`src/rtl/sram_timing_pkg.sv`:
```
package sram_timing_pkg;

  typedef enum logic [2:0] {
    ST_IDLE,
    ST_RD,
    ST_WR_SETUP,
    ST_WR_PULSE,
    ST_WR_RECOVER
  } ctrl_state_e;

  function automatic int ps_to_cyc(input int t_ps, input int clk_ps);
    return (t_ps + clk_ps - 1) / clk_ps;
  endfunction

  function automatic int imax(input int a, input int b);
    return (a > b) ? a : b;
  endfunction

endpackage

```
`src/rtl/sram_cycle_timer.sv`:
```
module sram_cycle_timer #(
  parameter int CNT_W = 8
) (
  input  logic             clk_i,
  input  logic             rst_ni,
  input  logic             load_i,
  input  logic [CNT_W-1:0] load_val_i,
  output logic [CNT_W-1:0] cnt_o,
  output logic             last_o
);

  logic [CNT_W-1:0] cnt_q;

  always_ff @(posedge clk_i or negedge rst_ni) begin
    if (!rst_ni)              cnt_q <= '0;
    else if (load_i)          cnt_q <= load_val_i;
    else if (cnt_q != '0)     cnt_q <= cnt_q - 1'b1;
  end

  assign cnt_o  = cnt_q;
  assign last_o = (cnt_q == '0);

endmodule

```
`src/rtl/sram_rd_capture.sv`:
```
module sram_rd_capture #(
  parameter int DW    = 16,
  parameter int LANES = 2
) (
  input  logic             clk_i,
  input  logic             rst_ni,
  input  logic             cap_i,
  input  logic [LANES-1:0] lane_en_i,
  input  logic [DW-1:0]    dq_i,
  output logic [DW-1:0]    rdata_o
);

  localparam int LW = DW / LANES;

  for (genvar l = 0; l < LANES; l++) begin : g_lane
    logic [LW-1:0] lane_q;
    always_ff @(posedge clk_i or negedge rst_ni) begin
      if (!rst_ni)    lane_q <= '0;
      else if (cap_i) lane_q <= lane_en_i[l] ? dq_i[l*LW +: LW] : '0;
    end
    assign rdata_o[l*LW +: LW] = lane_q;
  end

endmodule

```
`src/rtl/sram_strobe_ctrl.sv`:
```
module sram_strobe_ctrl
  import sram_timing_pkg::*;
#(
  parameter int AW       = 19,
  parameter int DW       = 16,
  parameter int CLK_PS   = 4000,
  parameter int T_RC_PS  = 70000,
  parameter int T_AA_PS  = 70000,
  parameter int T_OE_PS  = 35000,
  parameter int T_WC_PS  = 70000,
  parameter int T_AW_PS  = 60000,
  parameter int T_CW_PS  = 60000,
  parameter int T_WP_PS  = 50000,
  parameter int T_DW_PS  = 30000,
  parameter int T_WZ_PS  = 25000
) (
  input  logic          clk_i,
  input  logic          rst_ni,
  input  logic          req_i,
  input  logic          req_we_i,
  input  logic [AW-1:0] req_addr_i,
  input  logic [DW-1:0] req_wdata_i,
  input  logic [1:0]    req_lane_en_i,
  output logic          busy_o,
  output logic          done_o,
  output logic [DW-1:0] rdata_o,
  output logic [AW-1:0] sram_addr_o,
  output logic          sram_ce1_n_o,
  output logic          sram_ce2_o,
  output logic          sram_we_n_o,
  output logic          sram_oe_n_o,
  output logic          sram_ub_n_o,
  output logic          sram_lb_n_o,
  output logic [DW-1:0] sram_dq_o,
  output logic          sram_dq_oe_o,
  input  logic [DW-1:0] sram_dq_i
);

  localparam int RD_CYC       = imax(ps_to_cyc(T_RC_PS, CLK_PS),
                                imax(ps_to_cyc(T_AA_PS, CLK_PS), ps_to_cyc(T_OE_PS, CLK_PS)));
  localparam int SETUP_CYC    = 1;
  localparam int TURN_CYC     = ps_to_cyc(T_WZ_PS, CLK_PS);
  localparam int DSU_CYC      = ps_to_cyc(T_DW_PS, CLK_PS);
  localparam int WR_PULSE_CYC = imax(ps_to_cyc(T_WP_PS, CLK_PS),
                                imax(ps_to_cyc(T_AW_PS, CLK_PS) - SETUP_CYC,
                                imax(ps_to_cyc(T_CW_PS, CLK_PS) - SETUP_CYC, TURN_CYC + DSU_CYC)));
  localparam int RECOV_CYC    = imax(1, ps_to_cyc(T_WC_PS, CLK_PS) - SETUP_CYC - WR_PULSE_CYC);
  localparam int MAX_CYC      = imax(RD_CYC, imax(WR_PULSE_CYC, RECOV_CYC));
  localparam int CNT_W        = $clog2(MAX_CYC + 1);
  localparam logic [CNT_W-1:0] DRV_FROM = CNT_W'(WR_PULSE_CYC - 1 - TURN_CYC);

  ctrl_state_e      state_q, state_d;
  logic [AW-1:0]    addr_q;
  logic [DW-1:0]    wdata_q;
  logic [1:0]       lane_q;
  logic             done_q, done_d;
  logic             load;
  logic [CNT_W-1:0] load_val, cnt;
  logic             last, cap, accept, active;

  assign accept = (state_q == ST_IDLE) && req_i;

  always_comb begin
    state_d  = state_q;
    load     = 1'b0;
    load_val = '0;
    done_d   = 1'b0;
    cap      = 1'b0;
    unique case (state_q)
      ST_IDLE: if (accept) begin
        load = 1'b1;
        if (req_we_i) begin
          state_d  = ST_WR_SETUP;
          load_val = CNT_W'(SETUP_CYC - 1);
        end else begin
          state_d  = ST_RD;
          load_val = CNT_W'(RD_CYC - 1);
        end
      end
      ST_RD: if (last) begin
        state_d = ST_IDLE;
        cap     = 1'b1;
        done_d  = 1'b1;
      end
      ST_WR_SETUP: if (last) begin
        state_d  = ST_WR_PULSE;
        load     = 1'b1;
        load_val = CNT_W'(WR_PULSE_CYC - 1);
      end
      ST_WR_PULSE: if (last) begin
        state_d  = ST_WR_RECOVER;
        load     = 1'b1;
        load_val = CNT_W'(RECOV_CYC - 1);
      end
      ST_WR_RECOVER: if (last) begin
        state_d = ST_IDLE;
        done_d  = 1'b1;
      end
      default: state_d = ST_IDLE;
    endcase
  end

  always_ff @(posedge clk_i or negedge rst_ni) begin
    if (!rst_ni) begin
      state_q <= ST_IDLE;
      done_q  <= 1'b0;
      addr_q  <= '0;
      wdata_q <= '0;
      lane_q  <= '0;
    end else begin
      state_q <= state_d;
      done_q  <= done_d;
      if (accept) begin
        addr_q  <= req_addr_i;
        wdata_q <= req_wdata_i;
        lane_q  <= req_lane_en_i;
      end
    end
  end

  sram_cycle_timer #(.CNT_W(CNT_W)) i_timer (
    .clk_i      (clk_i),
    .rst_ni     (rst_ni),
    .load_i     (load),
    .load_val_i (load_val),
    .cnt_o      (cnt),
    .last_o     (last)
  );

  sram_rd_capture #(.DW(DW), .LANES(2)) i_capture (
    .clk_i     (clk_i),
    .rst_ni    (rst_ni),
    .cap_i     (cap),
    .lane_en_i (lane_q),
    .dq_i      (sram_dq_i),
    .rdata_o   (rdata_o)
  );

  assign active       = (state_q != ST_IDLE);
  assign busy_o       = active;
  assign done_o       = done_q;
  assign sram_addr_o  = addr_q;
  assign sram_dq_o    = wdata_q;
  assign sram_ce1_n_o = ~active;
  assign sram_ce2_o   = active;
  assign sram_ub_n_o  = ~(active & lane_q[1]);
  assign sram_lb_n_o  = ~(active & lane_q[0]);
  assign sram_we_n_o  = (state_q != ST_WR_PULSE);
  assign sram_oe_n_o  = (state_q != ST_RD);
  // drive only after the memory's outputs have released the bus
  assign sram_dq_oe_o = ((state_q == ST_WR_PULSE) && (cnt <= DRV_FROM)) ||
                        (state_q == ST_WR_RECOVER);

endmodule

```
`config.mk`:
```
export PLATFORM = sky130hd
export DESIGN_NAME = sram_strobe_ctrl
export DESIGN_NICKNAME = d
export VERILOG_FILES = /design/src/rtl/sram_timing_pkg.sv /design/src/rtl/sram_cycle_timer.sv /design/src/rtl/sram_rd_capture.sv /design/src/rtl/sram_strobe_ctrl.sv
export SDC_FILE = /design/constraint.sdc
export NUM_CORES = 1
export LEC_CHECK = 0
export ABC_AREA = 1
export CORE_UTILIZATION = 62
export DETAILED_ROUTE_END_ITERATION = 8
export DONT_BUFFER_PORTS = 1
export PLACE_DENSITY_LB_ADDON = 0.3
export SYNTH_ARGS = -nofsm -noshare
export SYNTH_HDL_FRONTEND = slang
export SYNTH_SLANG_ARGS = --single-unit
```
`constraint.sdc`:
```
create_clock -name clk_i -period 3.45 [get_ports clk_i]
set_input_delay 0.1725 -clock clk_i [delete_from_list [all_inputs] [get_ports clk_i]]
set_output_delay 0.1725 -clock clk_i [all_outputs]
set_load 0.03 [all_outputs]
```
Yosys cells after proc, flatten, opt, wreduce, memory -nomap -nowiden

Cells that the tools add are included.

Bits in read-only memories: 0
Bits in latches: 0
Word-level logic and storage cells: 56
Memories kept: 0
Input port bits: 57
Bits in writable memories: 0
Bits in registers: 62

Muxes and demuxes: 20
Shifts and indexed selects: 0
Div/mod/pow operators: 0
Equality and inequality tests: 10
Add/sub/neg operators: 1
Reductions and logical operators: 11
Bitwise operators: 5
Order comparisons: 1
Multipliers: 0

Operator list:

| kind                  | count |
|---|---|
| $mux W5               | 4 |
| $mux W8               | 2 |
| $pmux W5 S3           | 1 |
| $mux W3               | 4 |
| $pmux W3 S4           | 1 |
| $eq A3 B2 Y1 const B  | 2 |
| $ne A2 B1 Y1 const B  | 3 |
| $le A5 B3 Y1 const B  | 1 |
| $logic_not A5 Y1      | 1 |
| $mux W1               | 5 |
| $reduce_bool A5 Y1    | 1 |
| $sub A5 B1 Y5 const B | 1 |
| $mux W4               | 1 |
| $reduce_and A4 Y1     | 1 |
| $reduce_or A2 Y1      | 2 |
| $eq A3 B1 Y1 const B  | 1 |
| $eq A3 B3 Y1 const B  | 1 |
| $logic_not A3 Y1      | 1 |
| $ne A3 B1 Y1 const B  | 1 |
| $ne A3 B2 Y1 const B  | 1 |
| $not A1 Y1            | 3 |
| $reduce_bool A3 Y1    | 1 |
| $and A1 B1 Y1         | 2 |
| $logic_and A1 B1 Y1   | 2 |
| 5 further kinds       | 5 |

Depth between registers and ports, before layout

Gate-level depths: netlist of run 1.

Depth in word-level cells: 5
Gate-level depth with buffers: 9
Mapped depth without buffers: 9

Hierarchy

From an unflattened synthesis of run 1, not the netlist that was laid out.

Cell total of the unflattened synthesis: 307
Area, all modules: 2695.1 um^2

Modules (own cells, without submodules):

| module           | area each (um^2) | cells each | times used |
|---|---|---|---|
| sram_strobe_ctrl | 1705.4           | 198        | 1 |
| sram_rd_capture  | 686.9            | 70         | 1 |
| sram_cycle_timer | 302.8            | 39         | 1 |

Least setup slack after synthesis of run 1

Ideal clock, no wire load.

Path type: register -> output
Start: register state_q[1]
End: output port sram_dq_oe_o
Slack: 1.620 ns
Required time: 3.277 ns
Buffers on the path: 0
Arrival time: 1.657 ns
Stages on the path, launching flop included: 7
Cell sequence: dfrtp_1 inv_1 nor2_1 nand2_1 inv_1 nand2_1 o21ai_0

Cells in the longest elaborated chain, start to end: 3
Elaborated cells between the ends (all ways): 4
Those cells by class: 2 x eq/ne; 2 x reduce/logical

RTL lines:

| element                | RTL line                | RTL |
|---|---|---|
| start, declared        | sram_strobe_ctrl.sv:52  | `ctrl_state_e state_q, state_d;` |
| start signal, assigned | sram_strobe_ctrl.sv:111 | `state_q <= state_d;` |
| $eq A3 B2 Y1           | sram_strobe_ctrl.sv:151 | `assign sram_dq_oe_o = ((state_q == ST_WR_PULSE) && (cnt <= DRV_FROM)) \|\|` |
| $logic_and A1 B1 Y1    | sram_strobe_ctrl.sv:151 |  |
| $logic_or A1 B1 Y1 *   | sram_strobe_ctrl.sv:151 |  |
| end, declared          | sram_strobe_ctrl.sv:35  | `output logic sram_dq_oe_o,` |

Every way passes the cells marked *; elsewhere a longest branch is shown, timed or not.

Worst setup path after layout of run 1

Same ends and word-level chain as after synthesis.

==> results.yml, run 1 <==
outcome:
  run_status: "finished, final reports clean"
logic_synthesis:
  synthesized_nets: 384
  synth.avg_cell_area_um2: 8.45
  syn-cell-area_mm2: 0.00274
  synth_xor_xnor_area_share_pct: 0.320
  synth.yosys.warnings: 0
  muxShareOfSynthArea_pct: 0
  post_synth_num_cell_types: 22
  synth-compound-area-share_pct: 4.62
  synth-adder-area-share_pct: 1.37
  largest_family_of_logic_cells_by_synthesized_area: "simple AND/OR/NAND/NOR gates"
  synth_seq_cells: 62
  syn-instance-count: 324
  ys_seq_area_share_pct: 56.7
  post_synth_and_or_nand_nor_area_fraction_pct: 31.3
timing:
  fin_hold_ws_ns: 0.0183
  finish_stage_setup_viols: 0
  hold_viol: 0
  timing_worst_slew_pin_value_ns: 0.906
  fin_crit_ns: 2.26
  timing.final.crit_share_pct: 65.6
  skew_ns: 0.00646
  timing.fmax_ghz: 0.442
  drv_slew: 0
  timing.slew.headroom_pct: 38.9
  grt_setup_unrepaired: "false"
  setup_tns_ns: 0
worst_setup_path:
  worstPathCellList: "inv_1, nor2_1, nand2_1, inv_1, nand2_1, o21ai_0"
  critical_path.startpoint_type: "flip-flop"
  reg2reg_slack_ns: 1.45
  timing.critical_path.fanout_max: 3
  crit_path_top_delay_cell: "o21ai_0"
  critPathKind: "flip-flop to output port"
  timing.critical_path.max_delay_family: "compound AO/OA/AOI/OAI gates"
  timing.critical_path.buf_inv: 2
  worst_setup_path_end_kind: "output port"
  arrival_ns: 2.09
  max_stage_delay_ns: 0.72
  required_ns: 3.28
clocking:
  tritoncts: "done"
  htree_levels: 3
  cts_made_buffers: 9
  sinks_on_the_clock_net: 62
  clkLatencyLatePin_ns: 0.32
  post_cts.repair.setup_buffers: 0
  clock-root-buffer: "clkbuf_8"
  cts_repair_resize_count: 0
  cts_max_path_buffers: 2
  cts.reportedPaths.clkPinSlew_ns: 0.06
  cts-hold-fix-buffers: 54
finish:
  drive_above_1_share_pct: 6.91
  n_antenna_cell: 0
  num-nets-final: 434
  areaGrowthSynthToFinish_pct: 24.9
grt:
  grt_max_degree: 63
  track_usage_pct: 30.0
  number_of_antenna_violations_at_the_first_check_in_global_routing: 0
  grt_pass1_wl_mm: 9.93
  via_count_of_the_first_global_routing_pass: 2157
  grt-ovfl-total: 0
pwr:
  power_density_mw_per_mm2: 1010
  switching_share_pct: 51.4
  p_int_mw: 1.68
  leakage_nw: 1.71
  net-switching-power_mw: 1.78
  ir_drop_mv: 0.557
  power.share.clock_pct: 15.3
  pwr-share-comb_pct: 29.3
  power_frac_seq_pct: 55.3
floorplan:
  die_area_mm2: 0.00468
  placeableCoreArea_mm2: 0.00412
  row_count: 23
  die_h_um: 68.4
  dieWidth_um: 68.4
  start_util_pct: 66.5
  floorplan.io_pins: 117
drt:
  via_per_inst: 5.54
  wl_cell_um: 15.8
  routed_wirelength_mm: 6.74
  firstDrtPassIters: 4
  dr_drc_count: 0
  detailedRoute.firstIterationViolations: 133
  route.antenna.remaining_nets: 0
  vias: 2359
placement:
  gp_congestion: 0.809
  detailedPlacementHpwl_mm: 3.71
  placement.io_buffers: 0
worst_hold_path:
  holdCritPathClass: "input pin to flip-flop"
job:
  max-cap-violations: 0
==> synthesized netlist by cell type, drive strengths merged <==
cell type  number  area [µm²]
xor2            1        8.76
o22ai           1        6.26
or2             2        12.5
dfrtp          62        1550
o21ai          19        95.1
buf            14        95.1
nand2         159         602
nor2           12        67.6
clkbuf          1        5.00
nand3          29         168
inv            15        56.3
a21oi           5        25.0
nor4            1        6.26
ha              3        37.5
==> flip-flops by register name, indices dropped and copies added (netlist names) <==
name                     count
sram_addr_o                 19
i_timer.cnt_o                5
i_capture.g_lane.lane_q     16
sram_dq_o                   16
done_o                       1
lane_q                       2
state_q                      3
==> path summary, 6_finish.rpt <==
path	endpoint	from	cells past startpoint
setup / recovery	sram_dq_oe_o	state_q[1]$_DFFE_PN0P_	6
hold / removal	i_capture.g_lane[1].lane_q[3]$_DFFE_PN0P_	sram_dq_i[11]	2
setup reg to reg	sram_dq_o[11]$_DFFE_PN0N_	state_q[0]$_DFFE_PN0P_	5
hold reg to reg	i_timer.cnt_o[1]$_DFFE_PN0P_	i_timer.cnt_o[1]$_DFFE_PN0P_	2
max in group asynchronous	i_capture.g_lane[1].lane_q[2]$_DFFE_PN0P_	rst_ni	2
min in group asynchronous	i_capture.g_lane[0].lane_q[1]$_DFFE_PN0P_	rst_ni	2
==> cells by family (layout without fill, tap and decap cells) <==
group           after synthesis  after routing
flops                        62             62
simple gates                203            203
compound gates               25             25
buf+inv                      30             82
fa+ha+maj                     3              3
xor+xnor                      1              1
==> power by group through the flow <==
stage | Clock, mW | Sequential (mW) | Combinational, mW
5_1_grt | 0.571 | 1.96 | 1.15
6_report | 0.530 | 1.91 | 1.02
3_5_place_dp | 0 | 1.91 | 0.933
4_1_cts | 0.538 | 1.91 | 0.994
2_1_floorplan | 0 | 1.84 | 0.863
3_3_place_gp | 0 | 1.91 | 0.883
==> metal layers <==
metal,GRT usage [%],vias to the layer above,part of all wire (%)
li1,-,1110,-
met1,36.9,1121,40
met2,50.2,114,51
met3,7.83,14,7.4
met4,12.0,0,2.1
met5,0,-,0
==> cell usage in the layout, fill, tap and decap left out <==
| master | Yosys | layout |
|---|---|---|
| a21oi_1 | 5 | 5 |
| buf_16 | 0 | 1 |
| clkbuf_8 | 0 | 11 |
| clkinv_2 | 0 | 2 |
| dfrtp_1 | 62 | 62 |
| dlygate4sd3_1 | 0 | 53 |
| ha_1 | 3 | 3 |
| inv_1 | 11 | 11 |
| inv_2 | 4 | 4 |
| nand2_1 | 157 | 157 |
| nand2_2 | 2 | 2 |
| nand3_1 | 26 | 26 |
| nand3_2 | 2 | 2 |
| nand3_4 | 1 | 1 |
| nor2_1 | 9 | 9 |
| nor2_4 | 3 | 3 |
| nor4_1 | 1 | 1 |
| o21ai_0 | 18 | 18 |
| o21ai_1 | 1 | 1 |
| o22ai_1 | 1 | 1 |
| or2_1 | 2 | 2 |
| xor2_1 | 1 | 1 |
==> through the flow <==
stage	total power, mW	instances	instance area (µm²)	worst slack [ns]	utilization (%)
after floorplan	2.70	324	2740	1.62	-
after global placement	2.79	359	2700	1.56	65.6
after detailed placement	2.84	359	2700	1.50	65.6
after CTS	3.44	426	3420	1.17	83.1
after global routing	3.68	426	3420	1.06	83.1
final	3.46	426	3420	1.19	83.1
==> layout make-up <==
| class | instances | area, µm² |
|---|---|---|
| clock inverters | 2 | 10.0 |
| flip-flops and latches | 62 | 1550 |
| repair buffers | 54 | 558 |
| fillers | 239 | 697 |
| multi-input cells | 232 | 1030 |
| clock buffers | 11 | 151 |
| well taps | 50 | 62.6 |
| inverters | 15 | 56.3 |
No activity file was read; power rests on OpenSTA's default activity.
==> run 2: changes to the inputs <==
clock period = 2.19 ns   (was 3.45 ns; I/O delays follow)
==> run 2 against run 1 <==
Power rose by 66%; critical path depth rose by 1; clock-buffer cell count rose by 2; combinational power rose by 67%; via count rose by 6.8%; critical endpoint unchanged.
==> results.yml, run 2 (same netlist as run 1, synthesis figures left out) <==
outcome:
  run_status: "finished, final reports clean"
pwr:
  ir_drop_mv: 1.05
  leakage_nw: 1.75
  report.power.total_mw: 5.76
  power_density_mw_per_mm2: 1650
floorplan:
  row_count: 23
  die_h_um: 68.4
  dieWidth_um: 68.4
  floorplan.io_pins: 117
  placeableCoreArea_mm2: 0.00412
  die_area_mm2: 0.00468
  start_util_pct: 66.5
clocking:
  cts-hold-fix-buffers: 56
  cts_repair_resize_count: 0
  clock-root-buffer: "clkbuf_8"
  clkLatencyLatePin_ns: 0.33
  sinks_on_the_clock_net: 62
  cts.reportedPaths.clkPinSlew_ns: 0.06
  cts_max_path_buffers: 2
  cts_made_buffers: 9
  post_cts.repair.setup_buffers: 0
  htree_levels: 3
  tritoncts: "done"
worst_setup_path:
  required_ns: 2.08
  crit_path_top_delay_cell: "dfrtp_1"
  worstPathCellList: "inv_1, nor2_1, nand2_1, inv_1, nand2_1, o21ai_0, buf_4"
  critPathKind: "flip-flop to output port"
  reg2reg_slack_ns: 0.43
  arrival_ns: 1.80
  worst_setup_path_end_kind: "output port"
  timing.critical_path.fanout_max: 3
  max_stage_delay_ns: 0.41
  critical_path.startpoint_type: "flip-flop"
finish:
  final_cells: 432
  drive_above_1_share_pct: 7.33
  mostFrequentLayoutCells: "157 x nand2_1, 62 x dfrtp_1, 55 x dlygate4sd3_1, 26 x nand3_1, 18 x o21ai_0"
  n_antenna_cell: 0
  areaGrowthSynthToFinish_pct: 27.5
  largest_register_ffs: 19
  layout_commonest_cell: "nand2_1"
  num-nets-final: 439
timing:
  timing.final.crit_share_pct: 87.2
  skew_ns: 0.00590
  timing.fmax_ghz: 0.524
  fin_hold_ws_ns: 0.0134
  hold_viol: 0
  fin_crit_ns: 1.91
  finish_stage_setup_viols: 0
  timing_worst_slew_pin_value_ns: 0.570
  setup_tns_ns: 0
  grt_setup_unrepaired: "false"
  drv_slew: 0
  timing.slew.headroom_pct: 61.9
drt:
  via_per_inst: 5.83
  vias: 2520
  wl_cell_um: 17.0
  route.antenna.remaining_nets: 0
  routed_wirelength_mm: 7.35
  firstDrtPassIters: 5
  detailedRoute.firstIterationViolations: 249
  dr_drc_count: 0
placement:
  detailedPlacementHpwl_mm: 3.78
  placement.io_buffers: 0
  gp_congestion: 0.867
  place_inst: 362
grt:
  number_of_antenna_violations_at_the_first_check_in_global_routing: 0
  grt_pass1_wl_mm: 11.1
  track_usage_pct: 34.0
  via_count_of_the_first_global_routing_pass: 2354
  grt-ovfl-total: 0
  grt_max_degree: 63
job:
  max-cap-violations: 0
worst_hold_path:
  holdCritPathClass: "input pin to flip-flop"
-- run 2: cell types whose count changed in the layout (fill, tap and decap cells not counted) --
cell | before | now
bufinv_16 | 0 | 1
dlygate4sd3_1 | 53 | 55
buf_4 | 0 | 3
clkbuf_1 | 0 | 2
clkinv_2 | 2 | 0
-- run 2: critical path: cells and delay by family (launching register included) --
kind / cells / cell delay [ns]
simple gates: 3 / 0.44
compound gates: 1 / 0.19
flops: 1 / 0.41
buf+inv: 3 / 0.42
-- run 2: worst paths after layout --
check | start | endpoint | cells past startpoint
setup reg to reg | i_timer.cnt_o[0]$_DFFE_PN0P_ | i_capture.g_lane[1].lane_q[5]$_DFFE_PN0P_ | 8
hold / removal | req_we_i | i_timer.cnt_o[4]$_DFFE_PN0P_ | 2
hold reg to reg | state_q[2]$_DFFE_PN0P_ | state_q[2]$_DFFE_PN0P_ | 2
min in group asynchronous | rst_ni | state_q[1]$_DFFE_PN0P_ | 2
max in group asynchronous | rst_ni | i_timer.cnt_o[0]$_DFFE_PN0P_ | 2
setup / recovery | state_q[1]$_DFFE_PN0P_ | sram_dq_oe_o | 7
-- run 2: metrics by stage --
step / cell area [µm²] / setup WS (ns) / util (%)
3_3_place_gp: 2720 / 0.585 / 66.1
3_5_place_dp: 2720 / 0.510 / 66.1
4_1_cts: 3490 / 0.298 / 84.8
2_1_floorplan: 2740 / 0.423 / -
5_1_grt: 3490 / 0.176 / 84.8
6_report: 3490 / 0.281 / 84.8
-- run 2: routing by layer --
| metal | global-route usage, % | share of wire [%] | vias to the layer above |
|---|---|---|---|
| li1 | - | - | 1122 |
| met4 | 16.1 | 2.8 | 0 |
| met1 | 41.2 | 39 | 1198 |
| met5 | 0 | 0 | - |
| met2 | 52.7 | 49 | 176 |
| met3 | 13.8 | 9.3 | 24 |
-- run 2: final cells by class --
class / instances / area (µm²)
Clock buffer: 13 / 159
Clock inverter: 1 / 30.0
Fill cell: 210 / 627
Inverter: 15 / 56.3
Multi-Input combinational cell: 232 / 1030
Sequential cell: 62 / 1550
Tap cell: 50 / 62.6
Timing Repair Buffer: 59 / 601
-- run 2: where the power goes --
group | leakage (nW) | switching (mW) | internal [mW]
registers | 0.747 | 1.40 | 1.68
logic | 0.904 | 1.14 | 0.564
clock network | 0.0956 | 0.404 | 0.577
